===== config.mk =====
export PLATFORM = sky130hd
export DESIGN_NAME = dsagu_top
export DESIGN_NICKNAME = d
export VERILOG_FILES = /design/src/rtl/dsagu_pkg.sv /design/src/rtl/dsagu_ea.sv /design/src/rtl/dsagu_region.sv /design/src/rtl/dsagu_ctrl.sv /design/src/rtl/dsagu_top.sv
export SDC_FILE = /design/constraint.sdc
export NUM_CORES = 1
export LEC_CHECK = 0
export BUFFER_PORTS_ARGS = -buffer_cell sky130_fd_sc_hd__buf_4
export CAP_MARGIN = 10
export CORE_MARGIN = 2
export CORE_UTILIZATION = 55
export CTS_CLUSTER_SIZE = 24
export DETAILED_ROUTE_END_ITERATION = 10
export GPL_TIMING_DRIVEN = 0
export HOLD_SLACK_MARGIN = 0.15
export PLACE_DENSITY = 0.9
export SLEW_MARGIN = 20
export SYNTH_ARGS = -nofsm -noshare
export SYNTH_HDL_FRONTEND = slang
export SYNTH_SLANG_ARGS = --single-unit
export TNS_END_PERCENT = 50

===== constraint.sdc =====
create_clock -name clk -period 7.6 [get_ports clk]
set_input_delay 0.38 -clock clk [delete_from_list [all_inputs] [get_ports clk]]
set_output_delay 0.38 -clock clk [all_outputs]
set_load 0.005 [all_outputs]

===== src/rtl/dsagu_pkg.sv =====
package dsagu_pkg;

    typedef enum logic [2:0] {
        AM_DIRECT  = 3'd0,
        AM_IND     = 3'd1,
        AM_DISP    = 3'd2,
        AM_PREDEC  = 3'd3,
        AM_POSTINC = 3'd4
    } amode_e;

    typedef enum logic [1:0] {
        PS_X    = 2'd0,
        PS_Y    = 2'd1,
        PS_Z    = 2'd2,
        PS_RSVD = 2'd3
    } psel_e;

    typedef enum logic [1:0] {
        RG_NONE = 2'd0,
        RG_RF   = 2'd1,
        RG_IO   = 2'd2,
        RG_SRAM = 2'd3
    } region_e;

    typedef enum logic [1:0] {
        ST_IDLE      = 2'd0,
        ST_SRAM_ADDR = 2'd1,
        ST_SRAM_DATA = 2'd2
    } ctl_state_e;

endpackage


===== src/rtl/dsagu_ea.sv =====
// Effective address, pointer update value and request legality.
module dsagu_ea
    import dsagu_pkg::*;
#(
    parameter int AW       = 16,
    parameter int DISP_W   = 6,
    parameter int TOP_ADDR = 223
) (
    input  logic [2:0]        mode,
    input  logic [1:0]        sel,
    input  logic [AW-1:0]     dir_addr,
    input  logic [DISP_W-1:0] disp,
    input  logic [AW-1:0]     ptr_x,
    input  logic [AW-1:0]     ptr_y,
    input  logic [AW-1:0]     ptr_z,
    output logic [AW-1:0]     ea,
    output logic              ptr_upd,
    output logic [AW-1:0]     ptr_next,
    output logic              bad
);

    logic [AW-1:0] base;
    logic          mode_bad;
    logic          sel_bad;
    logic          range_bad;

    always_comb begin
        unique case (sel)
            PS_X:    base = ptr_x;
            PS_Y:    base = ptr_y;
            PS_Z:    base = ptr_z;
            default: base = '0;
        endcase
    end

    always_comb begin
        ea       = '0;
        ptr_upd  = 1'b0;
        ptr_next = base;
        mode_bad = 1'b0;
        unique case (mode)
            AM_DIRECT: ea = dir_addr;
            AM_IND:    ea = base;
            AM_DISP: begin
                ea       = base + AW'(disp);
                mode_bad = (sel == PS_X);
            end
            AM_PREDEC: begin
                ea       = base - AW'(1);
                ptr_upd  = 1'b1;
                ptr_next = base - AW'(1);
            end
            AM_POSTINC: begin
                ea       = base;
                ptr_upd  = 1'b1;
                ptr_next = base + AW'(1);
            end
            default: mode_bad = 1'b1;
        endcase
    end

    assign sel_bad   = (mode != AM_DIRECT) && (sel == PS_RSVD);
    assign range_bad = (ea > AW'(TOP_ADDR));
    assign bad       = mode_bad | sel_bad | range_bad;

endmodule


===== src/rtl/dsagu_region.sv =====
// Splits the data space into consecutive regions and forms local offsets.
module dsagu_region
    import dsagu_pkg::*;
#(
    parameter int AW         = 16,
    parameter int RF_DEPTH   = 32,
    parameter int IO_DEPTH   = 64,
    parameter int SRAM_DEPTH = 128,
    localparam int RF_AW     = $clog2(RF_DEPTH),
    localparam int IO_AW     = $clog2(IO_DEPTH),
    localparam int SR_AW     = $clog2(SRAM_DEPTH)
) (
    input  logic [AW-1:0]    ea,
    output region_e          region,
    output logic [RF_AW-1:0] rf_off,
    output logic [IO_AW-1:0] io_off,
    output logic [SR_AW-1:0] sram_off
);

    localparam int NREG = 3;
    localparam int LIMS [NREG+1] = '{0, RF_DEPTH, RF_DEPTH + IO_DEPTH,
                                     RF_DEPTH + IO_DEPTH + SRAM_DEPTH};

    logic [NREG-1:0] hit;

    for (genvar g = 0; g < NREG; g++) begin : g_win
        assign hit[g] = (ea >= AW'(LIMS[g])) && (ea < AW'(LIMS[g+1]));
    end

    always_comb begin
        region = RG_NONE;
        if (hit[0]) region = RG_RF;
        if (hit[1]) region = RG_IO;
        if (hit[2]) region = RG_SRAM;
    end

    assign rf_off   = ea[RF_AW-1:0];
    assign io_off   = IO_AW'(ea - AW'(LIMS[1]));
    assign sram_off = SR_AW'(ea - AW'(LIMS[2]));

endmodule


===== src/rtl/dsagu_ctrl.sv =====
// Access sequencer: one-cycle register/I-O path, two-cycle SRAM path.
module dsagu_ctrl
    import dsagu_pkg::*;
#(
    parameter int AW    = 16,
    parameter int DW    = 8,
    parameter int RF_AW = 5,
    parameter int IO_AW = 6,
    parameter int SR_AW = 7
) (
    input  logic             clk,
    input  logic             rst_n,
    input  logic             req_valid,
    input  logic             req_we,
    input  logic [DW-1:0]    req_wdata,
    input  logic [1:0]       req_ptr,
    input  logic             bad,
    input  region_e          region,
    input  logic [RF_AW-1:0] rf_off,
    input  logic [IO_AW-1:0] io_off,
    input  logic [SR_AW-1:0] sram_off,
    input  logic             ptr_upd,
    input  logic [AW-1:0]    ptr_next,
    input  logic             ptr_hit,
    output logic             req_ready,
    output logic             rsp_valid,
    output logic             rsp_error,
    output logic [DW-1:0]    rsp_rdata,
    output logic             ptr_we,
    output logic [1:0]       ptr_sel,
    output logic [AW-1:0]    ptr_wdata,
    output logic             rf_en,
    output logic             rf_we,
    output logic [RF_AW-1:0] rf_addr,
    output logic [DW-1:0]    rf_wdata,
    input  logic [DW-1:0]    rf_rdata,
    output logic             io_en,
    output logic             io_we,
    output logic [IO_AW-1:0] io_addr,
    output logic [DW-1:0]    io_wdata,
    input  logic [DW-1:0]    io_rdata,
    output logic             sram_en,
    output logic             sram_we,
    output logic [SR_AW-1:0] sram_addr,
    output logic [DW-1:0]    sram_wdata,
    input  logic [DW-1:0]    sram_rdata
);

    ctl_state_e       state;
    ctl_state_e       nxt;
    logic             accept;
    logic [SR_AW-1:0] l_addr;
    logic             l_we;
    logic [DW-1:0]    l_wdata;
    logic             l_upd;
    logic [1:0]       l_sel;
    logic [AW-1:0]    l_next;

    assign accept = (state == ST_IDLE) && req_valid && !bad;

    // State register
    always_ff @(posedge clk) begin
        if (!rst_n) state <= ST_IDLE;
        else        state <= nxt;
    end

    // Held SRAM request and registered response
    always_ff @(posedge clk) begin
        if (!rst_n) begin
            l_addr    <= '0;
            l_we      <= 1'b0;
            l_wdata   <= '0;
            l_upd     <= 1'b0;
            l_sel     <= '0;
            l_next    <= '0;
            rsp_valid <= 1'b0;
            rsp_error <= 1'b0;
            rsp_rdata <= '0;
        end else begin
            rsp_valid <= 1'b0;
            unique case (state)
                ST_IDLE: begin
                    if (req_valid) begin
                        if (bad) begin
                            rsp_valid <= 1'b1;
                            rsp_error <= 1'b1;
                            rsp_rdata <= '0;
                        end else if (region == RG_SRAM) begin
                            l_addr  <= sram_off;
                            l_we    <= req_we;
                            l_wdata <= req_wdata;
                            l_upd   <= ptr_upd;
                            l_sel   <= req_ptr;
                            l_next  <= ptr_next;
                        end else begin
                            rsp_valid <= 1'b1;
                            rsp_error <= 1'b0;
                            rsp_rdata <= (region == RG_IO) ? io_rdata : rf_rdata;
                        end
                    end
                end
                ST_SRAM_ADDR: begin
                end
                ST_SRAM_DATA: begin
                    rsp_valid <= 1'b1;
                    rsp_error <= 1'b0;
                    rsp_rdata <= l_we ? '0 : sram_rdata;
                end
                default: begin
                end
            endcase
        end
    end

    // Next state and outputs
    always_comb begin
        nxt        = state;
        req_ready  = 1'b0;
        rf_en      = 1'b0;
        rf_we      = 1'b0;
        rf_addr    = rf_off;
        rf_wdata   = req_wdata;
        io_en      = 1'b0;
        io_we      = 1'b0;
        io_addr    = io_off;
        io_wdata   = req_wdata;
        sram_en    = 1'b0;
        sram_we    = 1'b0;
        sram_addr  = l_addr;
        sram_wdata = l_wdata;
        ptr_we     = 1'b0;
        ptr_sel    = req_ptr;
        ptr_wdata  = ptr_next;
        unique case (state)
            ST_IDLE: begin
                req_ready = 1'b1;
                if (accept) begin
                    unique case (region)
                        RG_RF: begin
                            rf_en  = 1'b1;
                            rf_we  = req_we && !ptr_hit;
                            ptr_we = ptr_upd;
                        end
                        RG_IO: begin
                            io_en  = 1'b1;
                            io_we  = req_we;
                            ptr_we = ptr_upd;
                        end
                        RG_SRAM: nxt = ST_SRAM_ADDR;
                        default: begin
                        end
                    endcase
                end
            end
            ST_SRAM_ADDR: begin
                sram_en = 1'b1;
                nxt     = ST_SRAM_DATA;
            end
            ST_SRAM_DATA: begin
                sram_en   = l_we;
                sram_we   = l_we;
                ptr_we    = l_upd;
                ptr_sel   = l_sel;
                ptr_wdata = l_next;
                nxt       = ST_IDLE;
            end
            default: nxt = ST_IDLE;
        endcase
    end

endmodule


===== src/rtl/dsagu_top.sv =====
module dsagu_top
    import dsagu_pkg::*;
#(
    parameter int AW         = 16,
    parameter int DW         = 8,
    parameter int DISP_W     = 6,
    parameter int RF_DEPTH   = 32,
    parameter int IO_DEPTH   = 64,
    parameter int SRAM_DEPTH = 128,
    localparam int RF_AW     = $clog2(RF_DEPTH),
    localparam int IO_AW     = $clog2(IO_DEPTH),
    localparam int SR_AW     = $clog2(SRAM_DEPTH)
) (
    input  logic              clk,
    input  logic              rst_n,
    input  logic              req_valid,
    input  logic [2:0]        req_mode,
    input  logic [1:0]        req_ptr,
    input  logic [AW-1:0]     req_addr,
    input  logic [DISP_W-1:0] req_disp,
    input  logic              req_we,
    input  logic [DW-1:0]     req_wdata,
    output logic              req_ready,
    output logic              rsp_valid,
    output logic              rsp_error,
    output logic [DW-1:0]     rsp_rdata,
    input  logic [AW-1:0]     ptr_x,
    input  logic [AW-1:0]     ptr_y,
    input  logic [AW-1:0]     ptr_z,
    output logic              ptr_we,
    output logic [1:0]        ptr_sel,
    output logic [AW-1:0]     ptr_wdata,
    output logic              rf_en,
    output logic              rf_we,
    output logic [RF_AW-1:0]  rf_addr,
    output logic [DW-1:0]     rf_wdata,
    input  logic [DW-1:0]     rf_rdata,
    output logic              io_en,
    output logic              io_we,
    output logic [IO_AW-1:0]  io_addr,
    output logic [DW-1:0]     io_wdata,
    input  logic [DW-1:0]     io_rdata,
    output logic              sram_en,
    output logic              sram_we,
    output logic [SR_AW-1:0]  sram_addr,
    output logic [DW-1:0]     sram_wdata,
    input  logic [DW-1:0]     sram_rdata
);

    localparam int TOP_ADDR = RF_DEPTH + IO_DEPTH + SRAM_DEPTH - 1;
    localparam int PTR_BASE = RF_DEPTH - 6;     // three pairs at the top
    localparam int PTR_PAIR = PTR_BASE / 2;     // pair index of X
    localparam int PW       = RF_AW - 1;

    logic [AW-1:0]    ea;
    logic             ptr_upd;
    logic [AW-1:0]    ptr_next;
    logic             bad;
    region_e          region;
    logic [RF_AW-1:0] rf_off;
    logic [IO_AW-1:0] io_off;
    logic [SR_AW-1:0] sram_off;
    logic             ptr_hit;

    dsagu_ea #(.AW(AW), .DISP_W(DISP_W), .TOP_ADDR(TOP_ADDR)) u_ea (
        .mode     (req_mode),
        .sel      (req_ptr),
        .dir_addr (req_addr),
        .disp     (req_disp),
        .ptr_x    (ptr_x),
        .ptr_y    (ptr_y),
        .ptr_z    (ptr_z),
        .ea       (ea),
        .ptr_upd  (ptr_upd),
        .ptr_next (ptr_next),
        .bad      (bad)
    );

    dsagu_region #(.AW(AW), .RF_DEPTH(RF_DEPTH), .IO_DEPTH(IO_DEPTH),
                   .SRAM_DEPTH(SRAM_DEPTH)) u_region (
        .ea       (ea),
        .region   (region),
        .rf_off   (rf_off),
        .io_off   (io_off),
        .sram_off (sram_off)
    );

    // Data write into the pair being updated loses to the write-back
    assign ptr_hit = ptr_upd && (region == RG_RF)
                     && (rf_off[RF_AW-1:1] == PW'(PTR_PAIR + int'(req_ptr)));

    dsagu_ctrl #(.AW(AW), .DW(DW), .RF_AW(RF_AW), .IO_AW(IO_AW),
                 .SR_AW(SR_AW)) u_ctrl (
        .clk        (clk),
        .rst_n      (rst_n),
        .req_valid  (req_valid),
        .req_we     (req_we),
        .req_wdata  (req_wdata),
        .req_ptr    (req_ptr),
        .bad        (bad),
        .region     (region),
        .rf_off     (rf_off),
        .io_off     (io_off),
        .sram_off   (sram_off),
        .ptr_upd    (ptr_upd),
        .ptr_next   (ptr_next),
        .ptr_hit    (ptr_hit),
        .req_ready  (req_ready),
        .rsp_valid  (rsp_valid),
        .rsp_error  (rsp_error),
        .rsp_rdata  (rsp_rdata),
        .ptr_we     (ptr_we),
        .ptr_sel    (ptr_sel),
        .ptr_wdata  (ptr_wdata),
        .rf_en      (rf_en),
        .rf_we      (rf_we),
        .rf_addr    (rf_addr),
        .rf_wdata   (rf_wdata),
        .rf_rdata   (rf_rdata),
        .io_en      (io_en),
        .io_we      (io_we),
        .io_addr    (io_addr),
        .io_wdata   (io_wdata),
        .io_rdata   (io_rdata),
        .sram_en    (sram_en),
        .sram_we    (sram_we),
        .sram_addr  (sram_addr),
        .sram_wdata (sram_wdata),
        .sram_rdata (sram_rdata)
    );

endmodule


After elaboration in Yosys (flattened, before gate mapping)
Cells that the tools add are included.

ROM bits: 0. Bits in latches: 0. Flip-flop bits (word level): 47. Bits in writable memories: 0. Output and inout port bits: 78. Memories kept: 0.

Add/sub/neg operators: 6. Muxes and demuxes: 45. Reduce and logical (&&, ||, !) cells: 23. Magnitude comparators: 7. Divide/modulo/power cells: 0. Multipliers: 0. Shifts and indexed selects: 0. Bitwise operators: 3. Eq/ne operators: 17.

Operator list (count): 16-bit case mux with 4 select lines (1); 16-bit case mux with 3 select lines (1); 8-bit 2-to-1 mux (5); 16-bit case mux with 2 select lines (1); 1-bit 2-to-1 mux (24); 16-bit by 1-bit adder with 16-bit output, second input constant (1); 16-bit by 6-bit adder with 16-bit output (1); 16-bit by 1-bit >= comparator with 1-bit output, second input constant (1); 16-bit by 6-bit >= comparator with 1-bit output, second input constant (1); 16-bit by 7-bit >= comparator with 1-bit output, second input constant (1); 16-bit by 8-bit > comparator with 1-bit output, second input constant (1); 16-bit by 6-bit less-than comparator with 1-bit output, second input constant (1); 16-bit by 7-bit less-than comparator with 1-bit output, second input constant (1); 16-bit by 8-bit less-than comparator with 1-bit output, second input constant (1); 16-bit 2-to-1 mux (1); 8-bit case mux with 2 select lines (1); 16-bit by 1-bit subtractor with 16-bit output, second input constant (1); 2-bit equality test, second input constant (5); 2-bit 2-to-1 mux (5); 1-bit case mux with 2 select lines (5); 1-bit logical AND (9); 7-bit subtractor, second input constant (1); 2-bit by 1-bit equality test with 1-bit output, second input constant (3); 3-bit by 2-bit equality test with 1-bit output, second input constant (2); other kinds (21) (27).

Logic depth before layout (Yosys ltp)
Gate-level depths: netlist (run 1).

Depth in word-level cells: 17. Mapped depth: 26.

By module
Synthesis (run 1) repeated with hierarchy kept, for this count alone.

Cell total of the unflattened synthesis: 671. Area, all modules: 5057.4 µm².

Modules (own cells, without submodules): dsagu_ctrl (cells an instance 294, instances 1, sequential area each 940.9 µm², area each 2509.9 µm²); dsagu_ea (cells an instance 340, instances 1, sequential area each 0.0 µm², area each 2270.9 µm²); dsagu_region (cells an instance 29, instances 1, sequential area each 0.0 µm², area each 203.9 µm²); dsagu_top (cells an instance 8, instances 1, sequential area each 0.0 µm², area each 72.6 µm²).

Worst setup path after synthesis (run 1)
Ideal clock, no wire load.

Path kind: input-to-reg. Start point: in req_ptr[0]. End point: reg u_ctrl.rsp_rdata[0]. Setup slack: 2482 ps. Stages: 22. Arrival time: 5002 ps. Buffers on the path: 2. Data required time: 7484 ps. Cell sequence: inv_1 -> ha_1 -> buf_6 -> a222oi_1 -> nor2_1 -> ha_1 -> nor2b_1 -> o21ai_0 -> or3b_2 -> a211o_1 -> or3_1 -> nor3_1 -> nand2_1 -> nand3_1 -> a21oi_1 -> inv_1 -> ha_1 -> clkbuf_1 -> mux2_2 -> nand2_1 -> o221ai_1 -> o211a_1.

Word-level cells in the longest chain between the ends: 15. Elaborated cells between the ends (all ways): 34. Classes of those cells: add/sub (2); order compare (7); eq/ne (6); mux (11); bitwise (2); reduce/logical (6).

RTL lines: start, declared (line dsagu_top.sv:18) `input logic [1:0] req_ptr,`; 2-bit equality test (tied with other cells) (line dsagu_ea.sv:28) `unique case (sel)`; 16-bit case mux with 3 select lines (line dsagu_ea.sv:28); 16-bit by 1-bit subtractor with 16-bit output or 16-bit by 6-bit adder with 16-bit output (tied branches) (line dsagu_ea.sv:49, dsagu_ea.sv:45); 16-bit case mux with 4 select lines (line dsagu_ea.sv:41) `unique case (mode)`; 16-bit by 1-bit >= comparator with 1-bit output or 16-bit by 6-bit less-than comparator with 1-bit output (tied branches) (line dsagu_region.sv:27) `assign hit[g] = (ea >= AW'(LIMS[g])) && (ea < AW'(LIMS[g+1]));`; 1-bit logical AND (line dsagu_region.sv:27); 1-bit 2-to-1 mux (line dsagu_region.sv:32) `if (hit[0]) region = RG_RF;`; 2-bit 2-to-1 mux (line dsagu_region.sv:33) `if (hit[1]) region = RG_IO;`; 2-bit 2-to-1 mux (line dsagu_region.sv:34) `if (hit[2]) region = RG_SRAM;`; 2-bit equality test (line dsagu_ctrl.sv:98) `rsp_rdata <= (region == RG_IO) ? io_rdata : rf_rdata;`; 8-bit 2-to-1 mux (line dsagu_ctrl.sv:98); 8-bit 2-to-1 mux (line dsagu_ctrl.sv:88) `end else if (region == RG_SRAM) begin`; 8-bit 2-to-1 mux (line dsagu_ctrl.sv:84) `if (bad) begin`; 8-bit 2-to-1 mux (line dsagu_ctrl.sv:83) `if (req_valid) begin`; 8-bit case mux with 2 select lines (line dsagu_ctrl.sv:81) `unique case (state)`; end signal, assigned (line dsagu_ctrl.sv:98); end signal, assigned (line dsagu_ctrl.sv:107) `rsp_rdata <= l_we ? '0 : sram_rdata;`; end, declared (line dsagu_ctrl.sv:28) `output logic [DW-1:0] rsp_rdata,`.

Several ways; a longest one is shown, not always the timed one. The select of a mux whose other input is x is not followed. A chain may end at the register's enable or synchronous reset.

Worst setup path in the final report (run 1)
Start point: in req_ptr[0]. End point: out ptr_we.

Word-level cells in the longest chain between the ends: 14. Elaborated cells between the ends (all ways): 33. Classes of those cells: add/sub (2); order compare (7); eq/ne (5); mux (9); bitwise (2); reduce/logical (8).

RTL lines: 2-bit equality test (tied with other cells) (line dsagu_ea.sv:28); 16-bit case mux with 3 select lines (line dsagu_ea.sv:28); 16-bit by 1-bit subtractor with 16-bit output or 16-bit by 6-bit adder with 16-bit output (tied branches) (line dsagu_ea.sv:49, dsagu_ea.sv:45); 16-bit case mux with 4 select lines (line dsagu_ea.sv:41); 16-bit by 1-bit >= comparator with 1-bit output or 16-bit by 6-bit less-than comparator with 1-bit output (tied branches) (line dsagu_region.sv:27); 1-bit logical AND (line dsagu_region.sv:27); 1-bit 2-to-1 mux (line dsagu_region.sv:32); 2-bit 2-to-1 mux (line dsagu_region.sv:33); 2-bit 2-to-1 mux (line dsagu_region.sv:34); 2-bit by 1-bit equality test with 1-bit output or 2-bit equality test (tied branches) (line dsagu_ctrl.sv:138) `unique case (region)`; 2-bit OR reduction (no line); 1-bit 2-to-1 mux (line dsagu_ctrl.sv:138); 1-bit 2-to-1 mux * (line dsagu_ctrl.sv:137) `if (accept) begin`; 1-bit case mux with 2 select lines * (line dsagu_ctrl.sv:134) `unique case (state)`; end, declared (line dsagu_top.sv:30) `output logic ptr_we,`.

Mark *: on every way between the ends. The rest lies on a longest branch, timed or not.

==> results of run 1 <==
## critical path: cells and delay by family
family / cells / cell delay [ps]
compound gates: 4 / 1930
xor+xnor: 1 / 80
fa+ha+maj: 3 / 970
buf+inv: 6 / 2180
simple gates: 5 / 1020
## sequential cells by signal, indices dropped and copies added, names as in the netlist
signal,flops
u_ctrl.l_sel,2
u_ctrl.rsp_error,1
u_ctrl.rsp_rdata,8
u_ctrl.l_next,16
u_ctrl.sram_wdata,8
u_ctrl.rsp_valid,1
u_ctrl.sram_addr,7
u_ctrl.state,2
u_ctrl.l_we,1
u_ctrl.l_upd,1
## power groups by stage
stage,Combinational [W],Clock (W),Sequential (W)
global placement,0.000375,0,0.000264
detailed placement,0.000387,0,0.000265
finish,0.000399,0.000218,0.000259
floorplan,0.000226,0,0.000265
global route,0.000426,0.000228,0.000260
CTS,0.000389,0.000218,0.000259
## per-stage QoR
stage	util	total power [W]	hold slack, ps
6_report	0.759	0.000876	348
2_1_floorplan	-	0.000491	435
5_1_grt	0.759	0.000914	378
4_1_cts	0.759	0.000867	349
3_3_place_gp	0.743	0.000639	441
3_5_place_dp	0.744	0.000652	455
## layout make-up
type	instances	area, um^2
multi-input cells	502	3450
fillers	648	2090
repair buffers	188	1410
flip-flops and latches	47	941
plain buffers	76	450
well taps	108	135
clock buffers	6	72.6
inverters	19	71.3
clock inverters	2	60.1
## logic make-up after synthesis
group           after synthesis  share of synthesized area
compound gates              160                      0.235
xor+xnor                     25                     0.0446
fa+ha+maj                    20                     0.0525
buf+inv                      95                      0.106
flops                        47                      0.192
mux                          58                      0.123
simple gates                239                      0.246
## cells in the mapped netlist, types with 3 or more instances
master     instances  area, um^2
a21boi_1           3        22.5
a21o_1             5        37.5
a21oi_1           31         155
a221o_1            3        30.0
a221oi_1           4        35.0
a222oi_1          16         160
a22oi_1            5        37.5
and2_1             8        50.1
and3_1             9        56.3
and4_1             5        43.8
buf_2              3        15.0
buf_4             30         225
buf_6              5        56.3
clkbuf_1          37         139
dfxtp_1           47         941
ha_1              19         238
inv_1             19        71.3
mux2_2            19         214
mux2i_1           39         390
nand2_1           73         274
nand3_1           11        55.1
nand4_1            5        31.3
nor2_1            48         180
nor2b_1           33         206
nor3_1            16        80.1
nor4_1             5        31.3
o2111ai_1          3        26.3
o211a_1            6        60.1
o211ai_1           8        60.1
o21a_1             4        30.0
o21ai_0           29         145
o221ai_1           8        70.1
o22ai_1            4        25.0
o31a_1             3        26.3
o31ai_1            5        37.5
or2_2              5        31.3
or4_1              3        22.5
xnor2_1           18         158
xor2_1             7        61.3
## path summary, 6_finish.rpt
kind              startpoint                   end  slack (ps)  cells after the start
min reg2reg  u_ctrl.state[1]       u_ctrl.state[1]         490                      2
max               req_ptr[0]                ptr_we         650                     19
min             req_wdata[2]  u_ctrl.sram_wdata[2]         350                      3
max reg2reg  u_ctrl.state[0]  u_ctrl.sram_wdata[7]        5280                     10
## layer usage
metal | share of wire | wire, um | global-route usage
met1 | 0.39 | 7210 | 0.458
met2 | 0.48 | 8850 | 0.613
met3 | 0.093 | 1730 | 0.0681
met4 | 0.038 | 708 | 0.161
met5 | 0 | 0 | 0
==> results.md, run 1 <==
- Number of library cell types mapped by synthesis: 71
- Via density per instance: between 6 and 7
- Port buffer count: approximately 190
- Die extent in x: 98.5 um
- Overflow left after global routing: 0
- DRC marker count from the first detailed-route iteration: 552
- Slowest cell on crit path: a221oi_1
- Clk sinks: 47
- Data required time of the worst path: 7220 ps
- Final setup violation count: 0
- Mean routed wirelength per cell: 19.5 um
- Number of synthesized flops with an enable pin: 0
- Commonest non-fill, non-tap cell in the layout: buf_4
- Post-route clock period utilization: 0.915
- Yosys warning count: 0
- Hold Violations, Final: 0
- Number of antenna violations at the first check in global routing: 0
- Clock tree from TritonCTS: built
- Combinational share of power: 0.455
- Final number of max-transition violations: 0
- Total via count after detailed routing: 5956
- Total I/O pin count: 189
- Highest ir drop seen on vdd: 0.132 mV
- Number of nets in the synthesized netlist: about 780
- GPL Wtd Cong: between 0.9 and 1
- Post-Syn Area: 4910 um^2
- Routed Wire Length: about 19000 um
- Sequential cell fraction of total power: 0.296
- Setup Buffers After CTS: 0
- Critical path's most frequent cell: clkbuf_1
- Starting utilization of the core area: 0.566
- Category of the worst setup path capture point: output pin
- Worst-margin pin slew: roughly 1100 ps
- Placed wire-length estimate after detailed placement: roughly 15000 um
- Deepest level of the CTS H-tree: 2
- Leakage power: 3.15 nW
- Result of the run: complete, no violations
- Standard cell area after detailed placement: 6450 um^2
- Final antenna-violating net count: 0
- Mean area per synthesized cell: 7.62 um^2
- Power density over the cells: 133 nW/um^2
- Data arrival time of the worst path: ~6600 ps
- Number of hold-repair buffers added at the cts stage: 0
- Internal power: 0.000575 W
- Clock-pin slew on the worst setup and hold paths: 80 ps
- Sum Neg Setup Slack: 0 ps
- FMAX: 144 MHz
- Layout overhead on the synthesized area: 34.1%
- Die Ht: between 90 and 100 um
- Switching component of the power: 0.000302 W
- Fin worst setup slack: approximately 650 ps
- Via count of the first global-routing pass: 5831
- Proportion of layout cells with a drive suffix above 1: 0.317
- Fraction of the yosys area taken by sequential cells: 0.192
- Worst path max stage delay: 690 ps
- RSZ-0062 raised after global routing: false
- Post-cts repair resize count: 0
- Normalized max-slew margin: 0.251
- Top FF cell, synth: dfxtp_1
- Largest clock skew in the final design: 9.85 ps
- Combined global-route utilization of all metal layers: 0.365
- Number of buffers on the longest clock path: 2
- Kind of critical path: in -> out
- Root buffer cell: clkbuf_8
- Share of flip-flops with an asynchronous set or reset: 0
- First-pass GRT wire length: between 20000 and 30000 um
- Max Fanout on Critical Path: 10
- Final cell area excluding filler cells: 6590 um^2
- Residual DRC: 0
- Type of element launching the critical path: primary input
- Cell count after placement: 940
- Switching portion of total power: 0.344
- Number of nets in the final layout: 970
- Number of storage elements in the synthesis netlist: 47
- Final non-filler cell total: 948
- Antenna fix cells: 0
- Maximum number of pins on one net before global-route repair: 15
- Gate Count Post-Synth: about 640
- Clock network power share: 0.249
- Path type of the worst min-delay path: in -> reg
- Minimum clock period: 6950 ps
- Clock network latency to the later pin of the worst-skew pair: 310 ps
- Clock buffers created by TritonCTS: 5
- Commonest cells after routing, fill and taps aside: buf_4 (217), nand2_1 (73), nor2_1 (48)
- Worst-path cell chain: buf_4, ha_1, clkbuf_1, clkbuf_1, clkbuf_1, clkbuf_1, nor2_1, ha_1, and3_1, a221o_1, nand2_1, xnor2_1, a221oi_1, o311a_1, nand3_2, or2_2, ha_1, o41ai_1, buf_4
- Cell Rows: 34
- Number of search-and-repair iterations in the first detailed-routing pass: 7
- Worst-case setup slack after placement: 855 ps
- Maximum Capacitance Violations: 0
- DIE AREA: 9700 um^2
- Core area: 8680 um^2
Power figures use the tool's default switching activity.
==> run 2, diff against run 1 <==
Settings changed: CORE_UTILIZATION 55 to 40, PLACE_DENSITY 0.9 to 0.69.
Clock period 7.6 ns to 8.71 ns, I/O delays scaled along.
==> run 2 against run 1 <==
Register-to-register slack improved by 1100 ps; via count decreased by 4.5%; combinational power decreased by 14%; final cell count increased by 4.2%; worst hold slack improved by 73 ps; die area increased by 36%; sequential power decreased by 13%; highest routed layer unchanged.
==> results.md, run 2 (synthesis gave the netlist of run 1 again) <==
- DRC marker count from the first detailed-route iteration: 398
- Layout overhead on the synthesized area: 35.3%
- Port buffer count: 187
- Flip-flop count of the largest register after layout: 16
- Final antenna-violating net count: 0
- Type of element launching the critical path: primary input
- Commonest non-fill, non-tap cell in the layout: buf_4
- Residual DRC: 0
- FMAX: 148 MHz
- Total I/O pin count: 189
- Category of the worst setup path capture point: output pin
- Cell Rows: 40
- Internal power: 0.000493 W
- Worst-margin pin slew: 1040 ps
- Sum Neg Setup Slack: 0 ps
- Switching portion of total power: 0.345
- Combinational share of power: 0.455
- Hold Violations, Final: 0
- Worst hold-check slack: 421 ps
- Via count of the first global-routing pass: 5367
- Mean routed wirelength per cell: 18.1 um
- Result of the run: complete, no violations
- Number of antenna violations at the first check in global routing: 0
- Max Fanout on Critical Path: 10
- Kind of critical path: in -> out
- DIE AREA: 13200 um^2
- Via density per instance: 5.76
- Sequential cell fraction of total power: 0.301
- Number of hold-repair buffers added at the cts stage: 0
- Post-cts repair resize count: 0
- Leakage power: roughly 3.2 nW
- Power density over the cells: about 110 nW/um^2
- Clk sinks: 47
- Commonest cells after routing, fill and taps aside: buf_4 (217), nand2_1 (73), nor2_1 (48)
- Die Ht: 115 um
- GPL Wtd Cong: 0.950
- Clock network power share: 0.245
- Starting utilization of the core area: 0.409
- Root buffer cell: clkbuf_16
- Path type of the worst min-delay path: in -> reg
- Largest reg by FF count: u_ctrl.l_next
- Overflow left after global routing: 0
- Data required time of the worst path: roughly 8300 ps
- First-pass GRT wire length: around 27000 um
- Clock network latency to the later pin of the worst-skew pair: 290 ps
- Normalized max-slew margin: 0.305
- Maximum number of pins on one net before global-route repair: 14
- Deepest level of the CTS H-tree: 2
- Number of buffers on the longest clock path: 2
- Final setup violation count: 0
- Post-route clock period utilization: 0.774
- Clock-pin slew on the worst setup and hold paths: 60 ps
- Largest clock skew in the final design: 6.14 ps
- Combined global-route utilization of all metal layers: 0.259
- Antenna fix cells: 0
- Minimum clock period: between 6000 and 7000 ps
- Placed wire-length estimate after detailed placement: 14500 um
- Maximum Capacitance Violations: 0
- Clock tree from TritonCTS: built
- Core area: 12000 um^2
- Number of nets in the final layout: roughly 970
- RSZ-0062 raised after global routing: false
- Die extent in x: 115 um
- Routed Wire Length: 17900 um
- Setup Buffers After CTS: 0
- Data arrival time of the worst path: approximately 6300 ps
- Clock buffers created by TritonCTS: 5
- Switching component of the power: 0.000260 W
- Number of search-and-repair iterations in the first detailed-routing pass: 8
- Final number of max-transition violations: 0
- Proportion of layout cells with a drive suffix above 1: 0.316
- Highest ir drop seen on vdd: around 0.095 mV
- Total via count after detailed routing: 5690
==> run 2: worst paths after layout <==
path / start / to / slack, ps / depth (start not counted)
setup / recovery: req_ptr[0] / ptr_we / 1970 / 19
hold / removal: req_we / u_ctrl.l_we / 420 / 3
setup reg to reg: u_ctrl.state[0] / u_ctrl.rsp_rdata[0] / 6400 / 8
hold reg to reg: u_ctrl.l_next[2] / u_ctrl.l_next[2] / 460 / 2
==> run 2: worst max-delay path: stages <==
cell and delay [ps]:
buf_4 110, ha_1 280, clkbuf_1 400, clkbuf_1 520, clkbuf_1 460, clkbuf_1 450, nor2_1 140, ha_1 390
and3_1 230, a221o_1 440, nand2_1 110, xnor2_1 70, a221oi_1 640, o311a_1 280, nand3_2 170, or2_2 350
ha_1 270, o41ai_1 370, buf_4 180
==> run 2: cell type report <==
type | count | area (um^2)
Fill cell | 1188 | 5370
Clock inverter | 1 | 5.00
Buffer | 76 | 450
Sequential cell | 47 | 941
Tap cell | 147 | 184
Inverter | 19 | 71.3
Timing Repair Buffer | 189 | 1410
Multi-Input combinational cell | 502 | 3450
Clock buffer | 7 | 133
==> run 2: power by group through the flow <==
stage / clock (W) / combinational [W] / sequential, W
floorplan: 0 / 0.000197 / 0.000231
global placement: 0 / 0.000334 / 0.000231
detailed placement: 0 / 0.000338 / 0.000231
CTS: 0.000188 / 0.000340 / 0.000226
global route: 0.000200 / 0.000371 / 0.000227
finish: 0.000184 / 0.000343 / 0.000226
==> run 2: metrics by stage <==
stage	setup slack, ps	std cells	total power [W]	utilization	instance area, um^2
after CTS	2080	988	0.000754	0.553	6650
after floorplan	3490	644	0.000428	-	4910
after global routing	1620	988	0.000798	0.553	6650
final	1970	988	0.000753	0.553	6650
after detailed placement	2010	980	0.000569	0.542	6510
after global placement	2080	978	0.000564	0.541	6500
==> run 2: routing by layer <==
metal,vias to the layer above,share of wire,global-route usage
met5,-,0,0
li1,2723,-,-
met3,24,0.079,0.0438
met1,2690,0.42,0.337
met2,253,0.48,0.449
met4,0,0.019,0.0643
==> run 3, diff against run 2 <==
Settings changed: PLACE_DENSITY 0.69 to 0.72.
Clock period 8.71 ns to 6 ns, I/O delays scaled along.
==> run 3 against run 2 <==
First-iteration DRC count up 23%; wire length down 6.8%; sequential share of layout area down 0.13 points; die area unchanged; worst hold slack worse by 130 ps; clock skew down 3.5 ps; final cell count unchanged; sequential power up 45%; total power up 56%; critical path depth up 1; critical path type unchanged; critical endpoint unchanged; highest routed layer unchanged.
==> results.md, run 3 (synthesis gave the netlist of run 1 again) <==
- Internal power: 0.000802 W
- Flip-flop count of the largest register after layout: 16
- Placed wire-length estimate after detailed placement: 13100 um
- Number of antenna violations at the first check in global routing: 0
- Combined global-route utilization of all metal layers: 0.242
- Root buffer cell: clkbuf_16
- Die Ht: approximately 110 um
- Routed Wire Length: 16700 um
- RSZ-0062 raised after global routing: false
- Die extent in x: ~110 um
- Result of the run: complete, no violations
- Number of nets in the final layout: 971
- Final non-filler cell total: 988
- Power density over the cells: about 180 nW/um^2
- GPL Wtd Cong: ~0.97
- Final antenna-violating net count: 0
- Maximum number of pins on one net before global-route repair: 15
- Number of search-and-repair iterations in the first detailed-routing pass: 7
- Normalized max-slew margin: 0.260
- Type of element launching the critical path: primary input
- Final cell area excluding filler cells: 6710 um^2
- Number of buffers on the longest clock path: 2
- Antenna fix cells: 0
- First-pass GRT wire length: 25800 um
- Final setup violation count: 0
- Sequential cell fraction of total power: 0.279
- Total via count after detailed routing: approximately 5600
- FMAX: 172 MHz
- Largest reg by FF count: u_ctrl.l_next
- Residual DRC: 0
- Kind of critical path: in -> out
- Data required time of the worst path: between 5000 and 6000 ps
- Core Util, Final: 0.558
- Final number of max-transition violations: 0
- Data arrival time of the worst path: 5500 ps
- Proportion of layout cells with a drive suffix above 1: 0.323
- Cell count after placement: 978
- Leakage power: 3.19 nW
- Clock buffers created by TritonCTS: 5
- Overflow left after global routing: 0
- Switching component of the power: 0.000375 W
- Clk sinks: between 40 and 50
- Via count of the first global-routing pass: 5190
- DIE AREA: 13200 um^2
- Clock network power share: 0.303
- Commonest non-fill, non-tap cell in the layout: buf_4
- Commonest cells after routing, fill and taps aside: buf_4 (218), nand2_1 (73), nor2_1 (48)
- DRC marker count from the first detailed-route iteration: 489
- Post-route clock period utilization: 0.966
- Max Fanout on Critical Path: 10
- Mean routed wirelength per cell: 16.9 um
- Cell Rows: 40
- Standard cell area after detailed placement: 6500 um^2
- Via density per instance: 5.68
- Clock network latency to the later pin of the worst-skew pair: 290 ps
- Core area: 12000 um^2
- Switching portion of total power: 0.319
- Category of the worst setup path capture point: output pin
- Largest clock skew in the final design: 2.69 ps
- Port buffer count: ~190
- Worst-margin pin slew: 1110 ps
- Maximum Capacitance Violations: 0
- Highest ir drop seen on vdd: 0.186 mV
- Starting utilization of the core area: 0.409
- Clock-pin slew on the worst setup and hold paths: 60 ps
- Layout overhead on the synthesized area: 36.6%
- Minimum clock period: slightly below 6000 ps
- Hold Violations, Final: 0
- Combinational share of power: 0.418
- Path type of the worst min-delay path: in -> reg
- Clock tree from TritonCTS: built
- Total I/O pin count: 189
- Deepest level of the CTS H-tree: 2
run 3: cell count changes in the layout (fill, tap and decap cells not counted), sizes merged:
cell	delta
buf	-1
bufinv	+2
clkinv	-1
run 3: per-layer routing:
metal	vias up	global-route usage	routed length [um]
li1	2715	-	-
met1	2588	0.322	7080
met2	275	0.409	7950
met3	30	0.0353	1290
met4	0	0.0731	348
met5	-	0	0
run 3: repair_timing:
| item | in CTS | in global routing |
|---|---|---|
| setup endpoints to repair | 11 | 13 |
| cloned | 0 | 0 |
| hold buffers | 0 | 0 |
| resized for setup | 2 | 4 |
| setup buffers | 0 | 1 |
| pin swaps | 0 | 1 |
run 3: path summary, 6_finish.rpt:
kind,startpoint,endpoint,slack (ps),cells after the start
worst max-delay path,req_ptr[0],ptr_we,200,20
worst max register to register,u_ctrl.state[0],u_ctrl.l_next[8],3730,10
worst min-delay path,req_wdata[7],u_ctrl.sram_wdata[7],290,3
worst min register to register,u_ctrl.l_next[0],u_ctrl.l_next[0],450,2
run 3: worst max-delay path, cell delays in order:
cell and delay, ps:
buf_4 110, inv_1 90, ha_1 260, buf_6 160
a222oi_1 570, clkbuf_2 300, or2_2 200, inv_1 100
ha_1 280, a21o_1 210, a221o_1 420, nand2_1 110
xnor2_1 90, a221oi_1 600, o311a_1 270, nand3_2 180
or2_2 360, ha_1 270, o41ai_1 420, buf_4 190
run 3: through the flow:
stage	TNS [ps]	total power (W)	hold slack (ps)	setup slack, ps
after floorplan	0	0.000622	435	962
after global placement	-5130	0.000815	443	-383
after detailed placement	-4860	0.000817	450	-418
after CTS	0	0.00118	288	9.95
after global routing	0	0.00124	293	35.6
final	0	0.00118	287	202
run 3: power by group through the flow:
stage	sequential, W	clock (W)	combinational, W
after detailed placement	0.000335	0	0.000482
final	0.000328	0.000357	0.000492
after global routing	0.000329	0.000378	0.000531
after global placement	0.000335	0	0.000480
after CTS	0.000328	0.000364	0.000484
after floorplan	0.000335	0	0.000287
run 3: area by class of cell:
type / count / area [um^2]
inverters: 19 / 71.3
clock buffers: 6 / 129
multi-input cells: 502 / 3450
well taps: 147 / 184
fillers: 1171 / 5310
clock inverters: 2 / 60.1
plain buffers: 75 / 452
repair buffers: 190 / 1420
flip-flops and latches: 47 / 941
